$ cat src/rtl/kbd_rx_pkg.sv
package kbd_rx_pkg;

    typedef logic [7:0] kbd_byte_t;

    typedef enum logic {
        RX_IDLE  = 1'b0,
        RX_SHIFT = 1'b1
    } rx_state_e;

    // frame position: 1..8 data, 9 parity, 10 stop
    typedef struct packed {
        rx_state_e state;
        logic [3:0] pos;
        kbd_byte_t  shreg;
        logic       par;
        logic       clk_prev;
    } shift_regs_t;

    typedef struct packed {
        logic      rx_en;
        logic      buf_full;
        kbd_byte_t data;
        logic      par_err;
        logic      stop_ok;
    } ctrl_regs_t;

endpackage

$ cat src/rtl/kbd_line_filter.sv
module kbd_line_filter #(
    parameter int unsigned FILT_LEN = 4
) (
    input  logic clk,
    input  logic rst_n,
    input  logic raw_i,
    output logic level_o
);
    localparam int unsigned CW = $clog2(FILT_LEN + 1);

    typedef struct packed {
        logic          sync1;
        logic          sync2;
        logic          level;
        logic [CW-1:0] cnt;
    } filt_regs_t;

    filt_regs_t q, d;

    always_comb begin
        d       = q;
        d.sync1 = raw_i;
        d.sync2 = q.sync1;
        if (q.sync2 != q.level) begin
            if (q.cnt == CW'(FILT_LEN - 1)) begin
                d.level = q.sync2;
                d.cnt   = '0;
            end else begin
                d.cnt = q.cnt + 1'b1;
            end
        end else begin
            d.cnt = '0;
        end
    end

    always_ff @(posedge clk or negedge rst_n) begin
        if (!rst_n) begin
            q.sync1 <= 1'b1;
            q.sync2 <= 1'b1;
            q.level <= 1'b1;
            q.cnt   <= '0;
        end else begin
            q <= d;
        end
    end

    assign level_o = q.level;

endmodule

$ cat src/rtl/kbd_frame_shift.sv
module kbd_frame_shift
    import kbd_rx_pkg::*;
#(
    parameter int unsigned TIMEOUT_CYC = 100000
) (
    input  logic      clk,
    input  logic      rst_n,
    input  logic      en_i,
    input  logic      line_clk_i,
    input  logic      line_dat_i,
    output logic      done_o,
    output kbd_byte_t byte_o,
    output logic      par_err_o,
    output logic      stop_o
);
    localparam int unsigned TW = $clog2(TIMEOUT_CYC + 1);

    shift_regs_t q, d;
    logic [TW-1:0] to_q, to_d;
    logic fall;

    assign fall = q.clk_prev & ~line_clk_i;

    always_comb begin
        d          = q;
        to_d       = to_q;
        done_o     = 1'b0;
        d.clk_prev = line_clk_i;
        if (!en_i) begin
            d.state = RX_IDLE;
            d.pos   = '0;
            to_d    = '0;
        end else begin
            unique case (q.state)
                RX_IDLE: begin
                    to_d = '0;
                    if (fall && !line_dat_i) begin
                        d.state = RX_SHIFT;
                        d.pos   = 4'd1;
                    end
                end
                RX_SHIFT: begin
                    if (fall) begin
                        to_d  = '0;
                        d.pos = q.pos + 4'd1;
                        if (q.pos <= 4'd8) begin
                            d.shreg = {line_dat_i, q.shreg[7:1]};
                        end else if (q.pos == 4'd9) begin
                            d.par = line_dat_i;
                        end else begin
                            done_o  = 1'b1;
                            d.state = RX_IDLE;
                            d.pos   = '0;
                        end
                    end else if (to_q == TW'(TIMEOUT_CYC - 1)) begin
                        d.state = RX_IDLE;
                        d.pos   = '0;
                        to_d    = '0;
                    end else begin
                        to_d = to_q + 1'b1;
                    end
                end
                default: d.state = RX_IDLE;
            endcase
        end
    end

    always_ff @(posedge clk or negedge rst_n) begin
        if (!rst_n) begin
            q.state    <= RX_IDLE;
            q.pos      <= '0;
            q.shreg    <= '0;
            q.par      <= 1'b0;
            q.clk_prev <= 1'b1;
            to_q       <= '0;
        end else begin
            q    <= d;
            to_q <= to_d;
        end
    end

    assign byte_o    = q.shreg;
    assign par_err_o = ~(^{q.shreg, q.par});
    assign stop_o    = line_dat_i;

endmodule

$ cat src/rtl/kbd_rx_ctrl.sv
module kbd_rx_ctrl
    import kbd_rx_pkg::*;
#(
    parameter int unsigned FILT_LEN    = 4,
    parameter int unsigned TIMEOUT_CYC = 100000
) (
    input  logic       clk,
    input  logic       rst_n,
    input  logic       kb_clk_i,
    input  logic       kb_dat_i,
    output logic       kb_clk_pull_o,
    input  logic       io_en_i,
    input  logic       rx_en_set_i,
    input  logic       irq_en_i,
    input  logic       buf_clr_i,
    output logic       rx_en_o,
    output logic       buf_full_o,
    output logic [7:0] rx_byte_o,
    output logic       par_err_o,
    output logic       stop_ok_o,
    output logic       irq_o,
    output logic       line_clk_o,
    output logic       line_dat_o
);
    localparam int unsigned NLINES = 2;

    logic [NLINES-1:0] raw;
    logic [NLINES-1:0] lvl;

    assign raw = {kb_dat_i, kb_clk_i};

    for (genvar g = 0; g < NLINES; g++) begin : g_line
        kbd_line_filter #(.FILT_LEN(FILT_LEN)) u_filt (
            .clk    (clk),
            .rst_n  (rst_n),
            .raw_i  (raw[g]),
            .level_o(lvl[g])
        );
    end

    ctrl_regs_t q, d;
    logic      fr_done;
    kbd_byte_t fr_byte;
    logic      fr_par_err;
    logic      fr_stop;
    logic      shift_en;

    assign shift_en = q.rx_en & ~q.buf_full;

    kbd_frame_shift #(.TIMEOUT_CYC(TIMEOUT_CYC)) u_shift (
        .clk       (clk),
        .rst_n     (rst_n),
        .en_i      (shift_en),
        .line_clk_i(lvl[0]),
        .line_dat_i(lvl[1]),
        .done_o    (fr_done),
        .byte_o    (fr_byte),
        .par_err_o (fr_par_err),
        .stop_o    (fr_stop)
    );

    always_comb begin
        d = q;
        if (!io_en_i) begin
            d.rx_en = 1'b0;
        end else if (rx_en_set_i && lvl[0] && lvl[1]) begin
            d.rx_en = 1'b1;
        end
        if (buf_clr_i) begin
            d.buf_full = 1'b0;
        end
        if (fr_done && shift_en) begin
            d.buf_full = 1'b1;
            d.data     = fr_byte;
            d.par_err  = fr_par_err;
            d.stop_ok  = fr_stop;
        end
    end

    always_ff @(posedge clk or negedge rst_n) begin
        if (!rst_n) begin
            q <= '0;
        end else begin
            q <= d;
        end
    end

    assign kb_clk_pull_o = q.buf_full;
    assign rx_en_o       = q.rx_en;
    assign buf_full_o    = q.buf_full;
    assign rx_byte_o     = q.data;
    assign par_err_o     = q.par_err;
    assign stop_ok_o     = q.stop_ok;
    assign irq_o         = q.buf_full & irq_en_i;
    assign line_clk_o    = lvl[0];
    assign line_dat_o    = lvl[1];

endmodule

$ cat config.mk
export PLATFORM = sky130hd
export DESIGN_NAME = kbd_rx_ctrl
export DESIGN_NICKNAME = d
export VERILOG_FILES = /design/src/rtl/kbd_rx_pkg.sv /design/src/rtl/kbd_line_filter.sv /design/src/rtl/kbd_frame_shift.sv /design/src/rtl/kbd_rx_ctrl.sv
export SDC_FILE = /design/constraint.sdc
export NUM_CORES = 1
export LEC_CHECK = 0
export ABC_AREA = 1
export BUFFER_PORTS_ARGS = -buffer_cell sky130_fd_sc_hd__buf_2
export CAP_MARGIN = 20
export CORE_MARGIN = 2
export CORE_UTILIZATION = 25
export CTS_BUF_LIST = sky130_fd_sc_hd__clkbuf_8
export DETAILED_ROUTE_END_ITERATION = 12
export MAX_ROUTING_LAYER = met4
export PLACE_DENSITY_LB_ADDON = 0.1
export SLEW_MARGIN = 20
export SYNTH_ARGS = -nofsm -noshare
export SYNTH_HDL_FRONTEND = slang
export SYNTH_SLANG_ARGS = --single-unit
$ cat constraint.sdc
create_clock -name clk -period 2 [get_ports clk]
set_input_delay 0.4 -clock clk [delete_from_list [all_inputs] [get_ports clk]]
set_output_delay 0.4 -clock clk [all_outputs]
set_load 0.005 [all_outputs]
## Yosys cells after proc, flatten, opt, wreduce, memory -nomap -nowiden

Cells that the tools add are included.

- ROM bits: 0
- Register bits after elaboration: 56
- Memory bits (writable): 0
- Input bits: 8
- Word-level logic and storage cells: 77
- Memories: 0
- Latch bits: 0
- Output and inout port bits: 16

- Reductions and logical operators: 12
- Add/subtract/negate cells: 4
- Divide/modulo/power cells: 0
- Muxes and demuxes: 24
- Shifts and indexed selects: 0
- Bitwise operators: 8
- Eq/ne operators: 9
- Multipliers: 0
- $lt $le $gt $ge: 1

Operator list:

| operator | count |
|---|---|
| 17-bit two-way mux | 3 |
| 17-bit case mux with 2 select lines | 1 |
| 5-bit two-way mux | 6 |
| 17-bit by 1-bit adder with 17-bit output (second input constant) | 1 |
| 17-bit == test (second input constant) | 1 |
| 3-bit two-way mux | 4 |
| 11-bit two-way mux | 1 |
| 5-bit case mux with 2 select lines | 1 |
| 9-bit XOR reduction | 1 |
| 1-bit two-way mux | 8 |
| 3-bit by 1-bit adder with 3-bit output (second input constant) | 2 |
| 3-bit by 2-bit == test with 1-bit output (second input constant) | 2 |
| 2-bit AND reduction | 3 |
| 1-bit NOT | 5 |
| 5-bit AND reduction | 1 |
| 4-bit by 1-bit adder with 4-bit output (second input constant) | 1 |
| 4-bit == test (second input constant) | 1 |
| 4-bit <= comparator (second input constant) | 1 |
| 1-bit logical AND | 4 |
| 4-bit inequality test (second input constant) | 1 |
| 4-bit AND reduction | 1 |
| 1-bit bitwise AND | 3 |
| 3-bit by 2-bit inequality test with 1-bit output (second input constant) | 1 |
| 1-bit inequality test | 2 |
| 3 further kinds | 3 |

## Logic depth before layout (Yosys ltp)

Gate-level depths: netlist (run 1).

- Word-level depth: 8
- Gate-level depth with buffers: 10
- Gate-level depth less buffers: 10

## Cells and area by module

From an unflattened synthesis (run 1), not the netlist that was laid out.

- Cells, all modules: 354
- Area total of the unflattened synthesis: 2,857.7 um2

By module, submodules not included:

| module | sequential area each (um2) | cells an instance | times used | area an instance (um2) |
|---|---|---|---|---|
| kbd_frame_shift | 802.0 | 247 | 1 | 1,848.0 |
| kbd_rx_ctrl | 300.3 | 57 | 1 | 524.3 |
| kbd_line_filter | 153.9 | 25 | 2 | 242.7 |

## Worst setup path before layout (run 1)

Ideal clock, no wire load.

- Path kind: register -> register
- From: register u_shift.q[0] (netlist name)
- To: register u_shift.q (netlist bit u_shift.byte_o[5])
- Clock period less this slack: 1.439 ns
- Arrival: 1.320 ns
- Path buffers: 1
- Library setup time: 0.119 ns
- Slack: 0.561 ns
- Required time: 1.881 ns
- Stages on the path, launching flop included: 9
- Path through: dfstp_2 > inv_1 > nor2_2 > inv_2 > nor3_4 > nand2_2 > buf_6 > nand2_2 > o21ai_2

- Word-level cells in the longest chain between the ends: 2

Ends and longest elaborated chain:

| element | line | source |
|---|---|---|
| start, declared | kbd_frame_shift.sv:18 | `shift_regs_t q, d;` |
| 1-bit bitwise AND | kbd_frame_shift.sv:22 | `assign fall = q.clk_prev & ~line_clk_i;` |
| 4-bit AND reduction (no source line) | n/a |  |

No other way between the ends.
A chain may end at the register's enable or synchronous reset.

## Worst setup path after layout (run 1)

- From: register u_shift.to_q[0]
- To: register u_shift.q[10] (netlist name)

- Word-level cells in the longest chain between the ends: 3

Ends and longest elaborated chain:

| element | line | source |
|---|---|---|
| start, declared | kbd_frame_shift.sv:19 | `logic [TW-1:0] to_q, to_d;` |
| start signal, assigned | kbd_frame_shift.sv:78 | `to_q <= to_d;` |
| 17-bit == test | kbd_frame_shift.sv:55 | `end else if (to_q == TW'(TIMEOUT_CYC - 1)) begin` |
| 4-bit inequality test (no source line) | n/a |  |
| 2-bit AND reduction (no source line) | n/a |  |

No other way between the ends.

==> results.yml, run 1 <==
global_routing:
  grt_max_degree: 25
  grt_pass1_wl_um: 9770
  grt_overflow: 0
  antenna_found_initial: 0
  grt_usage_pct: 11.0
  grt_pass1_vias: 1979
logic_synthesis:
  ys_top_cells_by_area: "dfrtp_1, nand2_1, dfstp_2"
  synth_nets: 333
  synth_top_area_cell: "dfrtp_1"
  ys_types: 31
  synth-edff-count: 0
  synthFlopType: "dfrtp_1"
  synth_warnings: 0
  synth_top_cell_area_share_pct: 44.7
  yosysSeqAreaShare_pct: 51.5
  netlist_instances: 319
  synth.most_common_cell: "nand2_1"
  ys_top_cells_by_count: "nand2_1, dfrtp_1, inv_1"
  synth.ff_latch_count: 56
  synthArstFlopShare_pct: 100
  syn_area_mm2: 0.00274
  syn_area_per_cell_um2: 8.59
sta:
  fin_ws_ns: 0.241
  tightest_slew_ns: 0.574
  fin_worst_skew_ns: 0.0145
  setup_tns_ns: 0
  report.final.slew_viol_count: 0
  rsz0062_at_grt: "no"
  finalCriticalPeriod_ns: 1.76
  fmax_mhz: 568
  period_share_pct: 88.0
  hold_violations: 0
  relSlewSlack_pct: 61.7
  holdWs_ns: 0.0707
  setup_violations: 0
placement:
  hpwl_um: 4140
  dp.cells: 482
  pre_cts_slack_ns: 0.249
  gp_congestion: 0.772
  io_buffers: 23
pwr:
  ir_drop_uv: 276
  p_leak_nw: 1.45
  p_per_area_mw_per_mm2: 722
detailed_routing:
  dr.pass1.iters: 4
  via_count: 1988
  viasPerCell: 4.06
  drc_errors: 0
  wirelength_um: 5680
  ant_nets: 0
  drt_iter0_markers: 71
  wire_per_inst_um: 11.6
clock_tree:
  path_clk_slew_ns: 0.11
  clock_path_buffers: 2
  cts_sinks: 56
  ctsResizeCount: 0
  cts_root_buf: "clkbuf_8"
  cts_tree: "yes"
  h-tree-depth: 2
  postCtsSetupRepairBufs: 0
  clock_latency_ns: 0.31
  cts_hold_buf: 0
  numCtsBuffers: 5
floorplan:
  design.core.area_mm2: 0.0107
  row_count: 38
  ios: 24
  die_area_mm2: 0.0118
  fp.dieH_um: 109
  start_util_pct: 25.5
  die_w_um: 109
layout:
  drive_gt1_share_pct: 22.9
  finalNonFillerCells: 490
  finish.net_count: 363
  area_growth_pct: 14.1
  antenna_cells: 0
setup_path:
  worstSetupEndpointType: "flop"
  setup.worst_path.start_class: "flop"
  critPathMaxFanout: 13
  critPathKind: "reg -> reg"
  arrival_ns: 1.96
  crit_required_ns: 2.20
min_path:
  hp-class: "in -> async"
status:
  outcome: "completed"
job:
  maxCapViolCount: 0
registers in the layout, indices dropped and copies added (netlist names):
signal / cells
g_line.u_filt.level_o: 2
rx_byte_o: 8
u_shift.byte_o: 8
rx_en_o: 1
stop_ok_o: 1
u_shift.to_q: 17
g_line.u_filt.q: 8
u_shift.q: 7
buf_full_o: 1
g_line.u_filt.d: 2
par_err_o: 1
per-layer routing:
layer  share of wire, %  global-route usage [%]  vias up
li1                   -                       -     1056
met1                 53                    15.2      914
met2                 43                    16.2       14
met3                2.6                    2.15        4
met4                1.2                    3.30        0
met5                  0                       -        -
logic make-up (layout without fill, tap and decap cells):
family | after synthesis | after routing | synth area share, %
DFF | 56 | 56 | 51.5
AOI/OAI and AO/OA | 34 | 34 | 8.90
adders and majority gates | 6 | 6 | 2.74
xor gates and xnor gates | 6 | 6 | 1.92
and+or+nand+nor | 168 | 168 | 27.2
buffers and inverters | 48 | 79 | 7.40
muxes | 1 | 1 | 0.411
report_power, final:
part	internal, W	switching, W
Combinational	0.000122	0.000183
Sequential	0.00123	0.0000699
Clock	0.000250	0.000398
Total	0.00161	0.000651
cells in the final DEF, fill, tap and decap left out:
cell type / count
nand2_1: 83
dfrtp_1: 49
inv_1: 39
nor2_1: 37
buf_2: 23
nand3_1: 20
o21ai_2: 17
nor3_1: 9
o21ai_0: 7
dfstp_2: 7
ha_1: 6
nor2_2: 5
inv_2: 5
nand2_2: 5
clkbuf_8: 5
a21oi_1: 4
nor3b_1: 3
xor2_1: 3
xnor2_1: 3
buf_4: 3
o21ai_1: 2
nand4_1: 1
nor3_2: 1
nor3b_2: 1
o21bai_1: 1
a31oi_1: 1
a31o_2: 1
nor3_4: 1
nand2_4: 1
o21a_1: 1
mux2_2: 1
nand3b_1: 1
clkinv_2: 1
inv_6: 1
clkinvlp_4: 1
buf_12: 1
metrics by stage:
stage | utilization, % | instance area, um^2 | total power [W]
floorplan | - | 2740 | 0.00150
global placement | 28.2 | 3040 | 0.00165
detailed placement | 28.2 | 3040 | 0.00164
CTS | 29.1 | 3130 | 0.00232
global route | 29.1 | 3130 | 0.00242
finish | 29.1 | 3130 | 0.00226
area by class of cell:
class | instances | area, um^2
inverters | 44 | 165
multi-input cells | 215 | 1130
clock buffers | 5 | 68.8
fillers | 1215 | 7620
well taps | 140 | 175
clock inverters | 3 | 21.3
flip-flops and latches | 56 | 1410
repair buffers | 27 | 158
critical path, stage by stage, from the launching register on:
cell	delay (ns)
dfrtp_1	0.38
ha_1	0.20
nand2_1	0.09
nor2_2	0.22
inv_2	0.07
nor2_1	0.09
nand2_1	0.08
nand2_2	0.24
nand2_1	0.16
nand2_1	0.08
nand2_1	0.05
worst paths after layout:
check,slack [ns],startpoint,endpoint,cells after the start
worst min-delay path,0.07,rst_n,u_shift.byte_o[1],1
max in group asynchronous,1.31,rst_n,g_line[0].u_filt.level_o,2
worst max register to register,0.24,u_shift.to_q[0],u_shift.q[10],10
worst min register to register,0.36,g_line[1].u_filt.d[4],g_line[1].u_filt.q[4],0
worst max-delay path,0.24,u_shift.to_q[0],u_shift.q[10],10
min in group clk,0.18,kb_dat_i,g_line[1].u_filt.d[4],1
(Power assumes the default switching activity.)
==> run 2: changes to the inputs <==
ABC_CLOCK_PERIOD_IN_PS = 2000   (was unset)
SYNTH_HIERARCHICAL = 1   (was unset)
==> results.yml, run 2 <==
min_path:
  hp-class: "in -> async"
layout:
  top_register: "u_shift/to_q"
  largest_reg_flops: 17
  drive_gt1_share_pct: 17.6
  antenna_cells: 0
  finish.net_count: 387
  area_growth_pct: 12.5
  final_common_cell: "nand2_1"
  final_cell_mix: "nand2_1, dfrtp_1, inv_1"
  fillers: 1233
logic_synthesis:
  synthArstFlopShare_pct: 100
  synthFlopType: "dfrtp_1"
  synth_top_area_cell: "dfrtp_1"
  ys_types: 28
  ys_top_cells_by_area: "dfrtp_1, nand2_1, dfstp_2"
  synth-edff-count: 0
  synth.most_common_cell: "nand2_1"
  synth_top_cell_area_share_pct: 42.9
  synth_nets: 368
  syn_area_per_cell_um2: 8.07
  synth_warnings: 6
  syn_area_mm2: 0.00286
  ys_top_cells_by_count: "nand2_1, dfrtp_1, inv_1"
  netlist_instances: 354
  yosysSeqAreaShare_pct: 49.3
  synth.ff_latch_count: 56
clock_tree:
  postCtsSetupRepairBufs: 0
  h-tree-depth: 2
  clock_path_buffers: 2
  path_clk_slew_ns: 0.10
  cts_root_buf: "clkbuf_8"
  clock_latency_ns: 0.31
  numCtsBuffers: 5
  cts_sinks: 56
  cts_hold_buf: 0
  cts_tree: "yes"
sta:
  finalCriticalPeriod_ns: 1.70
  fmax_mhz: 589
  fin_worst_skew_ns: 0.00743
  rsz0062_at_grt: "no"
  tightest_slew_ns: 0.322
  setup_violations: 0
  period_share_pct: 84.8
  report.final.slew_viol_count: 0
  setup_tns_ns: 0
  hold_violations: 0
  relSlewSlack_pct: 78.5
global_routing:
  grt_overflow: 0
  antenna_found_initial: 0
  grt_pass1_vias: 2044
  grt_pass1_wl_um: 10200
  grt_usage_pct: 10.5
  grt_max_degree: 57
detailed_routing:
  met1_length_um: 3120
  ant_nets: 0
  dr_wl_met3_um: 164
  dr.pass1.iters: 4
  via_count: 2130
  drc_errors: 0
  wire_per_inst_um: 11.2
  wirelength_um: 5770
  viasPerCell: 4.12
  route.met2.wl_um: 2380
  drt_iter0_markers: 88
  top_layer_used: "met4"
job:
  maxCapViolCount: 0
floorplan:
  design.core.area_mm2: 0.0113
  start_util_pct: 25.4
  fp.dieH_um: 111
  die_area_mm2: 0.0123
  ios: 24
  die_w_um: 111
  row_count: 39
setup_path:
  worstSetupEndpointType: "flop"
  critPathMaxFanout: 11
  r2r_start: "u_shift/q[11]"
  critPathKind: "reg -> reg"
  reg2reg_slack_ns: 0.30
  crit_required_ns: 2.21
  reg2reg_to: "rx_byte_o[4]"
  setup.worst_path.start_class: "flop"
  r2r_cells: 9
  cp-startpoint: "u_shift/q[11]"
  arrival_ns: 1.90
  cp-endpoint: "rx_byte_o[4]"
placement:
  io_buffers: 23
  hpwl_um: 4120
  gp_congestion: 0.731
pwr:
  ir_drop_uv: 300
  p_per_area_mw_per_mm2: 746
  p_leak_nw: 1.54
  total_power_w: 0.00240
status:
  outcome: "completed"
-- run 2: final cells by class --
cell class	instances	area, um^2	area share (%)
clock inverters	1	30.0	0.934
well taps	143	179	5.57
clock buffers	7	96.3	3.00
multi-input cells	232	1150	35.7
flip-flops and latches	56	1410	43.9
inverters	50	188	5.84
repair buffers	28	165	5.14
-- run 2: layer usage --
metal	GRT usage (%)	vias up
li1	-	1127
met1	15.2	967
met2	14.4	31
met3	2.24	5
met4	4.00	0
met5	-	-
-- run 2: cells by family (layout without fill, tap and decap cells) --
family	after synthesis	count (layout)	share of synthesized area [%]
AOI/OAI and AO/OA	21	21	4.12
and+or+nand+nor	199	199	31.1
DFF	56	56	49.3
adders and majority gates	6	6	2.63
buffers and inverters	66	86	10.9
xor gates and xnor gates	6	6	1.84
-- run 2: what timing repair did --
action                                  in CTS  in global routing
hold endpoints to repair                     0                  0
endpoints found under the setup margin       0                 11
gates resized for setup                      0                  2
-- run 2: where the power goes --
part	total, W	switching [W]	internal, W
Combinational	0.000295	0.000185	0.000110
Clock	0.000815	0.000373	0.000442
Sequential	0.00129	0.0000633	0.00122
Total	0.00240	0.000621	0.00178
-- run 2: worst min-delay path by stage --
stage | slack, ns | to | startpoint
floorplan | 0.10 | buf_full_o | rst_n
global route | 0.09 | u_shift/to_q[10] | rst_n
CTS | 0.07 | u_shift/to_q[10] | rst_n
global placement | 0.35 | g_line[1].u_filt/q[4] | g_line[1].u_filt/d[4]
finish | 0.06 | u_shift/to_q[10] | rst_n
detailed placement | 0.35 | g_line[1].u_filt/q[4] | g_line[1].u_filt/d[4]
-- run 2: worst max-delay path, cell delays in order, from the launching register on --
cell and delay, ns:
dfrtp_1 0.38, inv_1 0.08, ha_1 0.19, a21oi_2 0.17, nand2_1 0.13, nor3_1 0.15, buf_4 0.21, nand3_4 0.15
nand2_1 0.09, nand2_1 0.05
-- run 2: through the flow --
stage | util (%) | hold slack (ns) | instances | instance area [um^2] | setup WS, ns
2_1_floorplan | - | 0.104 | 354 | 2860 | 0.390
3_5_place_dp | 27.3 | 0.347 | 509 | 3080 | 0.153
6_report | 28.5 | 0.0634 | 517 | 3210 | 0.304
5_1_grt | 28.5 | 0.0914 | 517 | 3210 | 0.0753
4_1_cts | 28.4 | 0.0724 | 517 | 3200 | 0.131
3_3_place_gp | 27.3 | 0.346 | 509 | 3080 | 0.195
==> run 3: changes to the inputs <==
ABC_CLOCK_PERIOD_IN_PS = 1350   (was 2000)
clock period = 1.35 ns   (was 2 ns; I/O delays follow)
==> results.yml, run 3 (synthesized netlist as in run 2, its figures left out) <==
status:
  outcome: "complete, but fails checks"
  violations: "setup timing"
sta:
  period_share_pct: 112
  fin_worst_skew_ns: 0.0123
  finalCriticalPeriod_ns: 1.52
  setup_violations: 30
  report.final.slew_viol_count: 0
  tightest_slew_ns: 0.319
  fmax_mhz: 659
  fin_ws_ns: -0.168
  setup_tns_ns: -2.07
  holdWs_ns: 0.0395
  relSlewSlack_pct: 78.7
  hold_violations: 0
  rsz0062_at_grt: "yes"
detailed_routing:
  drc_errors: 0
  wirelength_um: 6680
  via_count: 2424
  ant_nets: 0
  drt_iter0_markers: 89
  dr.pass1.iters: 4
  wire_per_inst_um: 11.6
  viasPerCell: 4.20
global_routing:
  grt_overflow: 0
  antenna_found_initial: 0
  grt_pass1_vias: 2316
  grt_pass1_wl_um: 11300
  grt_usage_pct: 11.6
  grt_max_degree: 57
clock_tree:
  clock_path_buffers: 2
  cts_sinks: 56
  cts_root_buf: "clkbuf_8"
  path_clk_slew_ns: 0.11
  cts_tree: "yes"
  numCtsBuffers: 5
  clock_latency_ns: 0.32
  h-tree-depth: 2
floorplan:
  die_w_um: 111
  start_util_pct: 25.4
  die_area_mm2: 0.0123
  fp.dieH_um: 111
  ios: 24
  design.core.area_mm2: 0.0113
  row_count: 39
setup_path:
  setup.worst_path.start_class: "flop"
  critPathMaxFanout: 5
  crit_slowest_cell: "dfrtp_1"
  r2r_start: "u_shift/q[10]"
  crit_chain: "inv_2, ha_4, a21oi_4, nand2_2, nor3_4, buf_6, buf_6, nand4_1, nand2_1"
  critPathKind: "reg -> reg"
  arrival_ns: 1.78
  worstSetupEndpointType: "flop"
  r2r_cells: 9
  cpMostUsedCell: "buf_6"
  reg2reg_to: "rx_byte_o[6]"
  reg2reg_slack_ns: -0.17
  max_stage_delay_ns: 0.41
  crit_required_ns: 1.62
pwr:
  ir_drop_uv: 458
  power.share.sequential_pct: 49.5
  switchingPower_w: 0.00103
  intPower_w: 0.00275
  p_leak_nw: 1.91
  switching_share_pct: 27.2
  p_per_area_mw_per_mm2: 925
  clockPowerShare_pct: 29.9
  combPwrFrac_pct: 20.5
placement:
  io_buffers: 23
  hpwl_um: 4510
  gp_congestion: 0.772
job:
  maxCapViolCount: 0
layout:
  final-seq-area_mm2: 0.00141
  area_growth_pct: 42.9
  drive_gt1_share_pct: 45.2
  fillers: 1154
  multiInputGateArea_mm2: 0.00150
  largest_reg_flops: 17
  final_common_cell: "nand2_1"
  top_register: "u_shift/to_q"
  final_cell_mix: "nand2_1, dfrtp_1, buf_4"
  finish.net_count: 447
  antenna_cells: 0
min_path:
  min_from: "kb_dat_i"
  min_to: "g_line[1].u_filt/d[4]"
  hold_path_depth: 1
  hp-class: "in -> reg"
run 3: final cells by class:
type	instances	area share, %
multi-input combinational	234	36.7
sequential	56	34.5
inverter	50	4.78
timing repair buffer	86	16.9
tap	143	4.38
clock inverter	3	1.04
clock buffer	5	1.69
run 3: worst max-delay path, delay by kind of cell, from the launching register on:
family / cells / cell delay, ns
flip-flops: 1 / 0.41
AND/OR/NAND/NOR: 4 / 0.40
buffers and inverters: 3 / 0.34
adder cells (fa/ha/maj): 1 / 0.16
AO/OA/AOI/OAI: 1 / 0.15
run 3: metal layers:
layer	routed length (um)	track usage, %
met1	3230	15.3
met2	3230	18.1
met3	142	2.46
met4	84	3.25
met5	0	-
run 3: how the worst max path moves through the flow:
stage,start,endpoint,depth (start not counted)
2_1_floorplan,u_shift/q[10],rx_byte_o[0],9
3_3_place_gp,u_shift/q[11],rx_byte_o[3],8
3_5_place_dp,u_shift/q[10],rx_byte_o[4],8
4_1_cts,u_shift/q[10],rx_byte_o[6],9
5_1_grt,u_shift/q[10],par_err_o,9
6_report,u_shift/q[10],rx_byte_o[6],9
run 3: power groups by stage:
stage	logic [W]	clock network (W)	registers (W)
3_5_place_dp	0.000612	0	0.00189
4_1_cts	0.000726	0.00120	0.00186
2_1_floorplan	0.000320	0	0.00192
3_3_place_gp	0.000608	0	0.00189
6_report	0.000776	0.00113	0.00187
5_1_grt	0.000881	0.00127	0.00189
run 3: repair_timing:
action / in CTS / in global routing
gates resized for setup: 41 / 86
gates cloned: 3 / 0
pin swaps: 17 / 15
endpoints found under the setup margin: 44 / 46
setup buffers: 9 / 15
endpoints found under the hold margin: 49 / 0
hold buffers: 1 / 0
run 3: per-stage QoR:
| step | cell area, um^2 | setup WS, ns | total power (W) | cells | util (%) |
|---|---|---|---|---|---|
| global route | 4080 | -0.263 | 0.00404 | 577 | 36.2 |
| finish | 4080 | -0.168 | 0.00378 | 577 | 36.2 |
| detailed placement | 3350 | -0.274 | 0.00250 | 543 | 29.7 |
| CTS | 3710 | -0.162 | 0.00379 | 564 | 32.9 |
| global placement | 3350 | -0.194 | 0.00249 | 543 | 29.7 |
| floorplan | 2880 | -0.129 | 0.00224 | 354 | - |
